File: src/rtl/fifo_chain_pkg.sv
package fifo_chain_pkg;

  // Meaning of the sideband bit that travels with an expansion pulse.
  typedef enum logic {
    XFER_WR = 1'b0,
    XFER_RD = 1'b1
  } xfer_kind_e;

  function automatic int unsigned ptr_bits(input int unsigned depth);
    return (depth > 1) ? $clog2(depth) : 1;
  endfunction

endpackage

File: src/rtl/chain_ptr.sv
module chain_ptr #(
  parameter int unsigned DEPTH = 4,
  localparam int unsigned PW = fifo_chain_pkg::ptr_bits(DEPTH)
) (
  input  logic          clk,
  input  logic          rst_n,
  input  logic          adv,
  output logic [PW-1:0] ptr,
  output logic          at_last
);

  localparam logic [PW-1:0] LAST = PW'(DEPTH - 1);

  logic [PW-1:0] ptr_q, ptr_d;

  always_comb begin
    ptr_d = ptr_q;
    if (adv) begin
      if (ptr_q == LAST) ptr_d = '0;
      else               ptr_d = ptr_q + 1'b1;
    end
  end

  always_ff @(posedge clk or negedge rst_n) begin
    if (!rst_n) ptr_q <= '0;
    else        ptr_q <= ptr_d;
  end

  assign ptr     = ptr_q;
  assign at_last = (ptr_q == LAST);

endmodule

File: src/rtl/chain_slice.sv
module chain_slice
  import fifo_chain_pkg::*;
#(
  parameter int unsigned DEPTH = 4,
  parameter int unsigned WIDTH = 9
) (
  input  logic             clk,
  input  logic             rst_n,
  input  logic             first_n,
  input  logic             wr_en,
  input  logic [WIDTH-1:0] wr_data,
  input  logic             rd_en,
  input  logic             xi,
  input  xfer_kind_e       xi_kind,
  output logic             xo,
  output xfer_kind_e       xo_kind,
  output logic             full_n,
  output logic             empty_n,
  output logic [WIDTH-1:0] q,
  output logic             q_vld,
  output logic             wtok,
  output logic             rtok
);

  localparam int unsigned PW = ptr_bits(DEPTH);
  localparam int unsigned CW = $clog2(DEPTH + 1);
  localparam logic [CW-1:0] CNT_MAX = CW'(DEPTH);

  logic [WIDTH-1:0] mem [DEPTH];

  logic [PW-1:0] wptr, rptr;
  logic          w_last, r_last;
  logic          wr_fire, rd_fire;
  logic          wr_pass, rd_pass;
  logic          wtok_q, wtok_d;
  logic          rtok_q, rtok_d;
  logic [CW-1:0] cnt_q, cnt_d;
  logic [WIDTH-1:0] q_q;
  logic          q_vld_q;

  chain_ptr #(.DEPTH(DEPTH)) u_wptr (
    .clk     (clk),
    .rst_n   (rst_n),
    .adv     (wr_fire),
    .ptr     (wptr),
    .at_last (w_last)
  );

  chain_ptr #(.DEPTH(DEPTH)) u_rptr (
    .clk     (clk),
    .rst_n   (rst_n),
    .adv     (rd_fire),
    .ptr     (rptr),
    .at_last (r_last)
  );

  // Strobes count only while this slice owns the matching token.
  always_comb begin
    wr_fire = wr_en && wtok_q && (cnt_q != CNT_MAX);
    rd_fire = rd_en && rtok_q && (cnt_q != '0);
    wr_pass = wr_fire && w_last;
    rd_pass = rd_fire && r_last;
  end

  always_comb begin
    xo      = wr_pass || rd_pass;
    xo_kind = rd_pass ? XFER_RD : XFER_WR;
  end

  // Token next state: an arriving token wins over a departing one, which
  // only matters for a ring of one slice that hands the token to itself.
  always_comb begin
    wtok_d = wtok_q;
    if (wr_pass) wtok_d = 1'b0;
    if (xi && (xi_kind == XFER_WR)) wtok_d = 1'b1;

    rtok_d = rtok_q;
    if (rd_pass) rtok_d = 1'b0;
    if (xi && (xi_kind == XFER_RD)) rtok_d = 1'b1;
  end

  always_comb begin
    case ({wr_fire, rd_fire})
      2'b10:   cnt_d = cnt_q + 1'b1;
      2'b01:   cnt_d = cnt_q - 1'b1;
      default: cnt_d = cnt_q;
    endcase
  end

  always_ff @(posedge clk or negedge rst_n) begin
    if (!rst_n) begin
      wtok_q  <= !first_n;
      rtok_q  <= !first_n;
      cnt_q   <= '0;
      q_q     <= '0;
      q_vld_q <= 1'b0;
    end else begin
      wtok_q  <= wtok_d;
      rtok_q  <= rtok_d;
      cnt_q   <= cnt_d;
      q_vld_q <= rd_fire;
      if (rd_fire) q_q <= mem[rptr];
    end
  end

  always_ff @(posedge clk) begin
    if (wr_fire) mem[wptr] <= wr_data;
  end

  // Local flags are asserted unless this slice can serve the strobe.
  assign full_n  = wtok_q && (cnt_q != CNT_MAX);
  assign empty_n = rtok_q && (cnt_q != '0);
  assign q       = q_q;
  assign q_vld   = q_vld_q;
  assign wtok    = wtok_q;
  assign rtok    = rtok_q;

endmodule

File: src/rtl/chain_flag_merge.sv
module chain_flag_merge #(
  parameter int unsigned NSLICE = 3,
  parameter int unsigned WIDTH  = 9
) (
  input  logic [NSLICE-1:0]       full_n_vec,
  input  logic [NSLICE-1:0]       empty_n_vec,
  input  logic [NSLICE*WIDTH-1:0] q_vec,
  input  logic [NSLICE-1:0]       qv_vec,
  output logic                    full_n,
  output logic                    empty_n,
  output logic [WIDTH-1:0]        rd_data,
  output logic                    rd_valid
);

  // A composite active-low flag is asserted only when all slices assert it.
  always_comb begin
    full_n   = |full_n_vec;
    empty_n  = |empty_n_vec;
    rd_valid = |qv_vec;
    rd_data  = '0;
    for (int k = 0; k < NSLICE; k++) begin
      if (qv_vec[k]) rd_data = rd_data | q_vec[k*WIDTH +: WIDTH];
    end
  end

endmodule

File: src/rtl/fifo_chain.sv
module fifo_chain
  import fifo_chain_pkg::*;
#(
  parameter int unsigned NSLICE = 3,
  parameter int unsigned DEPTH  = 4,
  parameter int unsigned WIDTH  = 9
) (
  input  logic             clk,
  input  logic             rst_n,
  input  logic             wr_en,
  input  logic [WIDTH-1:0] wr_data,
  output logic             full_n,
  input  logic             rd_en,
  output logic [WIDTH-1:0] rd_data,
  output logic             rd_valid,
  output logic             empty_n
);

  logic [1:0] rst_pipe;
  logic       rst_sync_n;

  always_ff @(posedge clk or negedge rst_n) begin
    if (!rst_n) rst_pipe <= 2'b00;
    else        rst_pipe <= {rst_pipe[0], 1'b1};
  end
  assign rst_sync_n = rst_pipe[1];

  logic [NSLICE-1:0]       full_n_vec, empty_n_vec, qv_vec;
  logic [NSLICE-1:0]       wtok_vec, rtok_vec, xo_vec, xo_rd_vec;
  logic [NSLICE*WIDTH-1:0] q_vec;
  xfer_kind_e              xk_w [NSLICE];

  for (genvar k = 0; k < NSLICE; k++) begin : g_slice
    localparam int unsigned PRV = (k + NSLICE - 1) % NSLICE;

    chain_slice #(.DEPTH(DEPTH), .WIDTH(WIDTH)) u_slice (
      .clk     (clk),
      .rst_n   (rst_sync_n),
      .first_n ((k == 0) ? 1'b0 : 1'b1),
      .wr_en   (wr_en),
      .wr_data (wr_data),
      .rd_en   (rd_en),
      .xi      (xo_vec[PRV]),
      .xi_kind (xk_w[PRV]),
      .xo      (xo_vec[k]),
      .xo_kind (xk_w[k]),
      .full_n  (full_n_vec[k]),
      .empty_n (empty_n_vec[k]),
      .q       (q_vec[k*WIDTH +: WIDTH]),
      .q_vld   (qv_vec[k]),
      .wtok    (wtok_vec[k]),
      .rtok    (rtok_vec[k])
    );

    assign xo_rd_vec[k] = (xk_w[k] == XFER_RD);
  end

  chain_flag_merge #(.NSLICE(NSLICE), .WIDTH(WIDTH)) u_merge (
    .full_n_vec  (full_n_vec),
    .empty_n_vec (empty_n_vec),
    .q_vec       (q_vec),
    .qv_vec      (qv_vec),
    .full_n      (full_n),
    .empty_n     (empty_n),
    .rd_data     (rd_data),
    .rd_valid    (rd_valid)
  );

endmodule

File: config.mk
export PLATFORM = sky130hd
export DESIGN_NAME = fifo_chain
export DESIGN_NICKNAME = d
export VERILOG_FILES = /design/src/rtl/fifo_chain_pkg.sv /design/src/rtl/chain_ptr.sv /design/src/rtl/chain_slice.sv /design/src/rtl/chain_flag_merge.sv /design/src/rtl/fifo_chain.sv
export SDC_FILE = /design/constraint.sdc
export NUM_CORES = 1
export LEC_CHECK = 0
export BUFFER_PORTS_ARGS = -buffer_cell sky130_fd_sc_hd__buf_2
export CAP_MARGIN = 5
export CORE_MARGIN = 2
export CORE_UTILIZATION = 50
export DETAILED_ROUTE_END_ITERATION = 6
export HOLD_SLACK_MARGIN = 0.06
export PLACE_DENSITY = 0.66
export REMOVE_ABC_BUFFERS = 1
export SETUP_SLACK_MARGIN = 0.02
export SLEW_MARGIN = 40
export SYNTH_ARGS = -nofsm -noshare
export SYNTH_HDL_FRONTEND = slang
export SYNTH_SLANG_ARGS = --single-unit
File: constraint.sdc
create_clock -name clk -period 3.45 [get_ports clk]
set_input_delay 0.345 -clock clk [delete_from_list [all_inputs] [get_ports clk]]
set_output_delay 0.345 -clock clk [all_outputs]
set_load 0.005 [all_outputs]
Yosys cells after proc, flatten, opt, wreduce, memory -nomap -nowiden
Memory sizes are Yosys's and may differ from the RTL's. A register that Yosys moved wholly into a read port is not among the register bits.
Cells that the tools add are included.
Widths: inputs -> output; s select.
{"block": "totals", "elab_cells": 138, "inputBits": 13, "mem_count": 3, "ff_bits": 32, "ramBits": 108}
{"memory": "g_slice[0].u_slice.mem", "depth": 4, "width": 9, "read_ports": 1, "rd_ports_with_merged_regs": 1, "write_ports": 1, "line_no": "chain_slice.sv:29", "text": "logic [WIDTH-1:0] mem [DEPTH];"}
{"memory": "g_slice[1].u_slice.mem", "depth": 4, "width": 9, "read_ports": 1, "rd_ports_with_merged_regs": 1, "write_ports": 1, "line_no": "chain_slice.sv:29"}
{"memory": "g_slice[2].u_slice.mem", "depth": 4, "width": 9, "read_ports": 1, "rd_ports_with_merged_regs": 1, "write_ports": 1, "line_no": "chain_slice.sv:29"}
{"block": "classes", "n_mux": 33, "reduce_logical": 51, "eq_ne": 15, "bitwise": 5, "n_addsub": 12}
{"operator": "$logic_and 1x1->1", "count": 30}
{"operator": "$mux 9", "count": 3}
{"operator": "$mux 1", "count": 21}
{"operator": "$eq 2x2->1 const B", "count": 9}
{"operator": "$or 9x9->9", "count": 2}
{"operator": "$pmux 3 s2", "count": 3}
{"operator": "$reduce_bool 2->1", "count": 9}
{"operator": "$add 2x1->2 const B", "count": 6}
{"operator": "$mux 2", "count": 6}
{"operator": "$add 3x1->3 const B", "count": 3}
{"operator": "$ne 3x3->1 const B", "count": 3}
{"operator": "$reduce_bool 3->1", "count": 3}
{"operator": "$reduce_or 3->1", "count": 3}
{"operator": "$sub 3x1->3 const B", "count": 3}
{"operator": "$eq 2x1->1 const B", "count": 3}
{"operator": "$logic_not 1->1", "count": 3}
{"operator": "$logic_or 1x1->1", "count": 3}
{"operator": "$not 1->1", "count": 3}

Longest topological paths before layout
Gate-level depths: netlist of run 1.
{"block": "logic_depth", "depth_word": 7, "mapped_depth": 10, "depth_no_buf": 9}

Least setup slack after synthesis of run 1
Ideal clock, no wire load.
{"block": "synth_timing", "kind": "register to register", "startpoint": "register g_slice[2].u_slice.cnt_q[0]", "endpoint": "register g_slice[2].u_slice.cnt_q[2]", "stages_incl_launch_ff": 11, "t_arrival_ps": 2100, "setup_time_ps": 79, "setup_slack_ps": 1270, "period_less_slack_ps": 2180, "cell_sequence": "dfrtp_1 -> or3b_1 -> and3_1 -> buf_6 -> inv_1 -> ha_1 -> inv_1 -> fa_1 -> xor2_1 -> nor2_1 -> xor2_1"}
{"block": "synth_between", "elab_chain_len": 4}
{"item": "start, declared", "line_no": "chain_slice.sv:37", "text": "logic [CW-1:0] cnt_q, cnt_d;"}
{"item": "start signal, assigned", "line_no": "chain_slice.sv:100", "text": "cnt_q <= cnt_d;"}
{"item": "$ne 3x3->1 / $reduce_bool 3->1 (equally long branches)", "line_no": "chain_slice.sv:59, chain_slice.sv:60"}
{"item": "$logic_and 1x1->1 (on tied branches)", "line_no": "chain_slice.sv:59, chain_slice.sv:60"}
{"item": "$eq 2x1->1 / $eq 2x2->1 (equally long branches)", "line_no": "chain_slice.sv:83", "text": "case ({wr_fire, rd_fire})"}
{"item": "$pmux 3 s2 / $reduce_bool 2->1 (equally long branches)"}
Several ways; a longest one is shown, not always the timed one.
A chain may end at the register's enable or synchronous reset.

Worst setup path after layout of run 1
{"block": "layout_timing", "startpoint": "register g_slice[0].u_slice.rtok_q", "endpoint": "register g_slice[0].u_slice.cnt_q[2]"}
{"block": "layout_between", "elab_chain_len": 4}
{"item": "start, declared", "line_no": "chain_slice.sv:36", "text": "logic rtok_q, rtok_d;"}
{"item": "start signal, assigned", "line_no": "chain_slice.sv:93", "text": "rtok_q <= !first_n;"}
{"item": "start signal, assigned", "line_no": "chain_slice.sv:99", "text": "rtok_q <= rtok_d;"}
{"item": "$logic_and 1x1->1 * (2 in series)", "line_no": "chain_slice.sv:60", "text": "rd_fire = rd_en && rtok_q && (cnt_q != '0);"}
{"item": "$eq 2x1->1 / $eq 2x2->1 (equally long branches)", "line_no": "chain_slice.sv:83"}
{"item": "$pmux 3 s2 / $reduce_bool 2->1 (equally long branches)"}
{"item": "end signal, assigned", "line_no": "chain_slice.sv:100"}
{"item": "end, declared", "line_no": "chain_slice.sv:37"}
Every way passes the cells marked *; elsewhere a longest branch is shown, timed or not.

==> impl_metrics.tcl, run 1 <==
set metrics [dict create \
    floorplan_die_height_um 120 \
    seq_area_frac_synth 0.699 \
    cts_tree "yes" \
    synthTopCellsByCount "sky130_fd_sc_hd__edfxtp_1, sky130_fd_sc_hd__nand2_1, sky130_fd_sc_hd__dfrtp_1, sky130_fd_sc_hd__inv_1, sky130_fd_sc_hd__mux4_2" \
    io-pin-count 25 \
    pin_count_of_the_biggest_net_entering_global_routing 35 \
    ir_worst_vdd_uv 399 \
    net-switching-power_mw 1.27 \
    ys_seq_elements 167 \
    worst-path-max-fanout 14 \
    drtAntennaViolNets 0 \
    status "complete, no violations" \
    synth_area_mm2 0.00676 \
    port_buffers 24 \
    clock_path_buffers 2 \
    wl_per_cell_um 19.1 \
    hpwl_um 8130 \
    layout_min_cycle_time_ns 2.43 \
    syn_area_per_cell_um2 16.2 \
    power-per-cell-area_mw_per_mm2 664 \
    grt_util_all_layers 0.184 \
    synthFlopType "sky130_fd_sc_hd__edfxtp_1" \
    ctsHoldBuffers 1 \
    switching_share 0.251 \
    setup_violations 0 \
    intPower_mw 3.80 \
    timing_hold_violations_final 0 \
    hold_slack_final_ns 0.239 \
    worst_setup_margin_ns 1.02 \
    grt_overflow_total 0 \
    placedInstanceArea_mm2 0.00706 \
    initial_antenna_violation_count 0 \
    clk_pin_slew_ns 0.06 \
    timing.hold.worst.class "primary input to asynchronous set/reset pin" \
    arrival_ns 2.78 \
    postSynthCellCount 416 \
    sequentialPowerShare 0.514 \
    yosys_warnings 0 \
    synth_top_area_frac 0.480 \
    timing.final.crit_share 0.705 \
    insertedDiodeCount 0 \
    cellLeakagePower_nw 3.12 \
    synth.most_common_cell "sky130_fd_sc_hd__edfxtp_1" \
    netlist_top_cells_area "sky130_fd_sc_hd__edfxtp_1, sky130_fd_sc_hd__dfrtp_1, sky130_fd_sc_hd__mux4_2, sky130_fd_sc_hd__nand2_1, sky130_fd_sc_hd__ha_1" \
    regToRegEndpoint "g_slice[0].u_slice.cnt_q[2]" \
    cp-start-kind "flop" \
    clock_power_share 0.356 \
    synth-edff-count 108 \
    grt_setup_unrepaired "false" \
    yosysUniqueCellTypes 38 \
    cp_data_required_time_ns 3.79 \
    postCtsSetupRepairBufs 0 \
    design.die.area_mm2 0.0145 \
    timing.reg2reg.worst_path_depth 9 \
    routed_wl_um 12200 \
    rrSetupSlack_ns 1.02 \
    worst_skew_pair.late_latency_ns 0.42 \
    worstMarginPinSlew_ns 0.676 \
    combinationalPowerShare 0.130 \
    number_of_drc_violations_after_detailed_routing 0 \
    yosys.area.top_type "sky130_fd_sc_hd__edfxtp_1" \
    num-nets-final 482 \
    grt_pass1_wl_um 19500 \
    numCtsBuffers 17 \
    routabilityCongestion 0.829 \
    preCtsSetupSlack_ns 1.05 \
    fraction_of_layout_instances_using_a_drive_strength_above_1 0.243 \
    final_max_tran_viols 0 \
    sort_of_element_at_the_end_of_the_critical_path "flop" \
    max_cap_viol_count 0 \
    fp.coreArea_mm2 0.0132 \
    setup.worst_path.class "flop to flop" \
    worstSetupEndpoint "g_slice[0].u_slice.cnt_q[2]" \
    chipWidth_um 120 \
    placement_rows 42 \
    fin_skew_ns 0.00819 \
    dr.first_iter.drc_count 383 \
    area_delta_synth_final_pct 13.0 \
    final_area_mm2 0.00764 \
    total_via_count_in_the_routed_design 3459 \
    post_cts_resize_count 0 \
    route.detailed.vias_per_inst 5.43 \
    clk_tree_root_cell "sky130_fd_sc_hd__clkbuf_16" \
    critical_path.startpoint "g_slice[0].u_slice.rtok" \
    worst_slew_margin_rel 0.549 \
    floorplan.initialDensity 0.510 \
    htree_num_levels 4 \
    synth_async_sr_flop_share 0.353 \
    fin_setup_tns_ns 0 \
    drtPass1Iterations 5 \
    first_global_vias 3559 \
    max_clock_freq_mhz 411 \
    timing.rr.start "g_slice[0].u_slice.rtok" \
    cts_num_sinks 167 \
]
-- cells by family (layout without fill, tap and decap cells) --
kind of cell | count (synthesis) | after routing | synth area share
AOI/OAI and AO/OA | 27 | 27 | 0.0348
xor gates and xnor gates | 9 | 9 | 0.0117
adders and majority gates | 21 | 21 | 0.0422
buffers and inverters | 52 | 97 | 0.0307
DFF | 167 | 167 | 0.699
muxes | 45 | 45 | 0.121
other | 1 | 1 | 0.000555
and+or+nand+nor | 94 | 94 | 0.0602
-- critical path, cell delays in order, from the launching register on --
cell	delay, ns
sky130_fd_sc_hd__dfstp_2	0.54
sky130_fd_sc_hd__o311ai_1	0.12
sky130_fd_sc_hd__buf_4	0.20
sky130_fd_sc_hd__inv_1	0.38
sky130_fd_sc_hd__ha_1	0.27
sky130_fd_sc_hd__inv_1	0.06
sky130_fd_sc_hd__fa_1	0.37
sky130_fd_sc_hd__xor2_1	0.15
sky130_fd_sc_hd__nor2_1	0.12
sky130_fd_sc_hd__xor2_1	0.15
-- per-stage QoR --
step                      std cells  power [mW]  utilization
after CTS                       637        5.12        0.576
after global routing            637        5.32        0.577
after global placement          604        3.26        0.533
after detailed placement        604        3.31        0.533
after floorplan                 401        3.08            -
final                           637        5.07        0.577
-- worst min-delay path by stage --
stage          startpoint           to  depth (start not counted)
2_1_floorplan       rst_n  rst_pipe[0]                          0
3_3_place_gp        rst_n  rst_pipe[0]                          1
3_5_place_dp        rst_n  rst_pipe[0]                          1
4_1_cts             rst_n  rst_pipe[1]                          2
5_1_grt             rst_n  rst_pipe[1]                          2
6_report            rst_n  rst_pipe[1]                          2
-- final cells by class --
class / count / area, um2
tap: 176 / 220
clock inverter: 9 / 101
fill: 1049 / 5610
multi-input combinational: 197 / 1840
timing repair buffer: 28 / 153
sequential: 167 / 4720
clock buffer: 23 / 458
inverter: 37 / 139
-- sequential cells by signal (all words and copies together), names as in the netlist --
register	flops
g_slice.u_slice.q_vld	3
rst_pipe	2
g_slice.u_slice.q	27
g_slice.u_slice.cnt_q	9
g_slice.u_slice.mem	108
g_slice.u_slice.u_rptr.ptr	6
g_slice.u_slice.u_wptr.ptr	6
g_slice.u_slice.rtok	3
g_slice.u_slice.wtok	3
-- metal layers --
layer | wire length (um) | part of all wire | vias up | track usage
li1 | - | - | 1589 | -
met1 | 5560 | 0.46 | 1795 | 0.252
met2 | 6080 | 0.50 | 65 | 0.293
met3 | 441 | 0.036 | 10 | 0.0505
met4 | 100 | 0.0082 | 0 | 0.0552
met5 | 0 | 0 | - | 0
-- power by group through the flow --
stage	registers (mW)	clock network (mW)	logic, mW
after floorplan	2.60	0	0.480
after global placement	2.63	0	0.635
after detailed placement	2.64	0	0.670
after CTS	2.61	1.84	0.677
after global routing	2.64	1.91	0.765
final	2.61	1.81	0.661
-- cells in the final DEF (no fill, tap or decap), types with 3 or more instances in the layout --
cell / n
sky130_fd_sc_hd__a22o_1: 3
sky130_fd_sc_hd__mux4_2: 27
sky130_fd_sc_hd__dfrtp_1: 56
sky130_fd_sc_hd__ha_1: 18
sky130_fd_sc_hd__inv_1: 37
sky130_fd_sc_hd__clkbuf_1: 5
sky130_fd_sc_hd__clkbuf_16: 17
sky130_fd_sc_hd__buf_2: 24
sky130_fd_sc_hd__mux2_2: 15
sky130_fd_sc_hd__o31ai_1: 3
sky130_fd_sc_hd__buf_4: 3
sky130_fd_sc_hd__nor2_2: 6
sky130_fd_sc_hd__nor2_1: 7
sky130_fd_sc_hd__edfxtp_1: 108
sky130_fd_sc_hd__fa_1: 3
sky130_fd_sc_hd__and2_2: 4
sky130_fd_sc_hd__nand2_1: 65
sky130_fd_sc_hd__a21o_1: 3
sky130_fd_sc_hd__a222oi_1: 10
sky130_fd_sc_hd__xnor2_1: 3
sky130_fd_sc_hd__xor2_1: 6
No activity file was read; power rests on OpenSTA's default activity.
==> inputs of run 2 (changes only) <==
- clock period: 3.45 -> 2.4 ns (I/O delays scaled with it)
==> impl_metrics.tcl, run 2 (synthesis results as in run 1) <==
set metrics [dict create \
    grt_pass1_wl_um 20000 \
    power_mw 7.64 \
    grt_util_all_layers 0.189 \
    design.die.area_mm2 0.0145 \
    rrSetupSlack_ns 0.17 \
    ir_worst_vdd_uv 602 \
    largest_register_ffs 108 \
    max_clock_freq_mhz 449 \
    grt.met1_usage 0.252 \
    fin_setup_tns_ns 0 \
    postCtsSetupRepairBufs 0 \
    setup_violations 0 \
    insertedDiodeCount 0 \
    final_area_mm2 0.00777 \
    register_name_with_the_most_flops "g_slice.u_slice.mem" \
    worstMarginPinSlew_ns 0.703 \
    htree_num_levels 4 \
    fin_skew_ns 0.00685 \
    final_max_tran_viols 0 \
    chipWidth_um 120 \
    layout_commonest_cell "sky130_fd_sc_hd__edfxtp_1" \
    number_of_drc_violations_after_detailed_routing 0 \
    layout_min_cycle_time_ns 2.23 \
    num-nets-final 487 \
    status "complete, no violations" \
    numCtsBuffers 17 \
    dr.first_iter.drc_count 312 \
    total_via_count_in_the_routed_design 3508 \
    port_buffers 24 \
    routed_wl_um 12300 \
    timing.hold.worst.class "primary input to asynchronous set/reset pin" \
    pin_count_of_the_biggest_net_entering_global_routing 41 \
    routabilityCongestion 0.781 \
    most_frequent_cells_in_the_layout "sky130_fd_sc_hd__edfxtp_1, sky130_fd_sc_hd__nand2_1, sky130_fd_sc_hd__dfrtp_1, sky130_fd_sc_hd__inv_1, sky130_fd_sc_hd__mux4_2" \
    drtAntennaViolNets 0 \
    io-pin-count 25 \
    arrival_ns 2.57 \
    cp-start-kind "flop" \
    max_cap_viol_count 0 \
    initial_antenna_violation_count 0 \
    wl_per_cell_um 19.2 \
    fraction_of_layout_instances_using_a_drive_strength_above_1 0.260 \
    clock_path_buffers 2 \
    first_global_vias 3613 \
    setup.worst_path.class "flop to flop" \
    worst_slew_margin_rel 0.532 \
    grt_overflow_total 0 \
    floorplan.initialDensity 0.510 \
    worst_skew_pair.late_latency_ns 0.42 \
    drtPass1Iterations 5 \
    power-per-cell-area_mw_per_mm2 983 \
    placement_rows 42 \
    most_utilized_layer_in_the_global_route_result "met2" \
    global_route_met2_usage 0.301 \
    clk_tree_root_cell "sky130_fd_sc_hd__clkbuf_16" \
    cts_tree "yes" \
    route.detailed.vias_per_inst 5.46 \
    fp.coreArea_mm2 0.0132 \
    met3_global_route_usage 0.0547 \
    floorplan_die_height_um 120 \
    cp_data_required_time_ns 2.74 \
    area_delta_synth_final_pct 15.0 \
    hpwl_um 8240 \
    timing_hold_violations_final 0 \
    sort_of_element_at_the_end_of_the_critical_path "flop" \
    timing.final.crit_share 0.927 \
    clk_pin_slew_ns 0.06 \
    worst-path-max-fanout 6 \
    placedInstanceArea_mm2 0.00711 \
    cellLeakagePower_nw 3.19 \
    cts_num_sinks 167 \
    grt_setup_unrepaired "false" \
]
run 2: area by class of cell:
| cell class | count | area [um2] |
|---|---|---|
| flip-flops and latches | 167 | 4720 |
| inverters | 37 | 139 |
| multi-input cells | 197 | 1850 |
| clock inverters | 13 | 203 |
| fillers | 1043 | 5470 |
| repair buffers | 33 | 203 |
| well taps | 176 | 220 |
| clock buffers | 19 | 433 |
run 2: per-layer routing:
metal	up-vias	part of all wire
met5	-	0
met4	0	0.014
met3	14	0.051
met2	99	0.51
met1	1795	0.43
li1	1600	-
run 2: worst paths after layout:
path | start | cells after the start | end
max reg2reg | g_slice[0].u_slice.cnt_q[1] | 8 | g_slice[0].u_slice.cnt_q[2]
min reg2reg | rst_pipe[1] | 0 | g_slice[2].u_slice.cnt_q[0]
max in group asynchronous | rst_pipe[1] | 1 | g_slice[0].u_slice.rtok
min in group clk | wr_data[1] | 1 | g_slice[1].u_slice.mem[0][1]
min | rst_n | 2 | rst_pipe[0]
max | g_slice[0].u_slice.cnt_q[1] | 8 | g_slice[0].u_slice.cnt_q[2]
run 2: report_power, final:
group          internal, mW  switching (mW)
clock                  1.84            1.07
combinational         0.425           0.550
sequential             3.51           0.242
total                  5.78            1.86
run 2: timing repair:
item | in CTS | in global routing
hold buffers | 1 | 0
hold endpoints to repair | 2 | 0
gates resized for setup | 0 | 1
setup endpoints to repair | 0 | 1
run 2: critical path: stages (launching register included):
cell and delay (ns):
sky130_fd_sc_hd__dfrtp_1 0.41, sky130_fd_sc_hd__or3b_2 0.54, sky130_fd_sc_hd__nand3_4 0.16, sky130_fd_sc_hd__ha_1 0.20, sky130_fd_sc_hd__inv_1 0.06, sky130_fd_sc_hd__fa_1 0.37, sky130_fd_sc_hd__xor2_1 0.15, sky130_fd_sc_hd__nor2_1 0.11
sky130_fd_sc_hd__xor2_1 0.15
run 2: through the flow:
stage	setup slack, ns	utilization	hold slack [ns]	cells
after floorplan	-0.267	-	-0.0556	401
after global placement	0.232	0.536	0.0256	609
after detailed placement	0.165	0.537	0.0255	609
after CTS	0.151	0.585	0.108	642
after global routing	0.0286	0.587	0.116	642
final	0.175	0.587	0.121	642
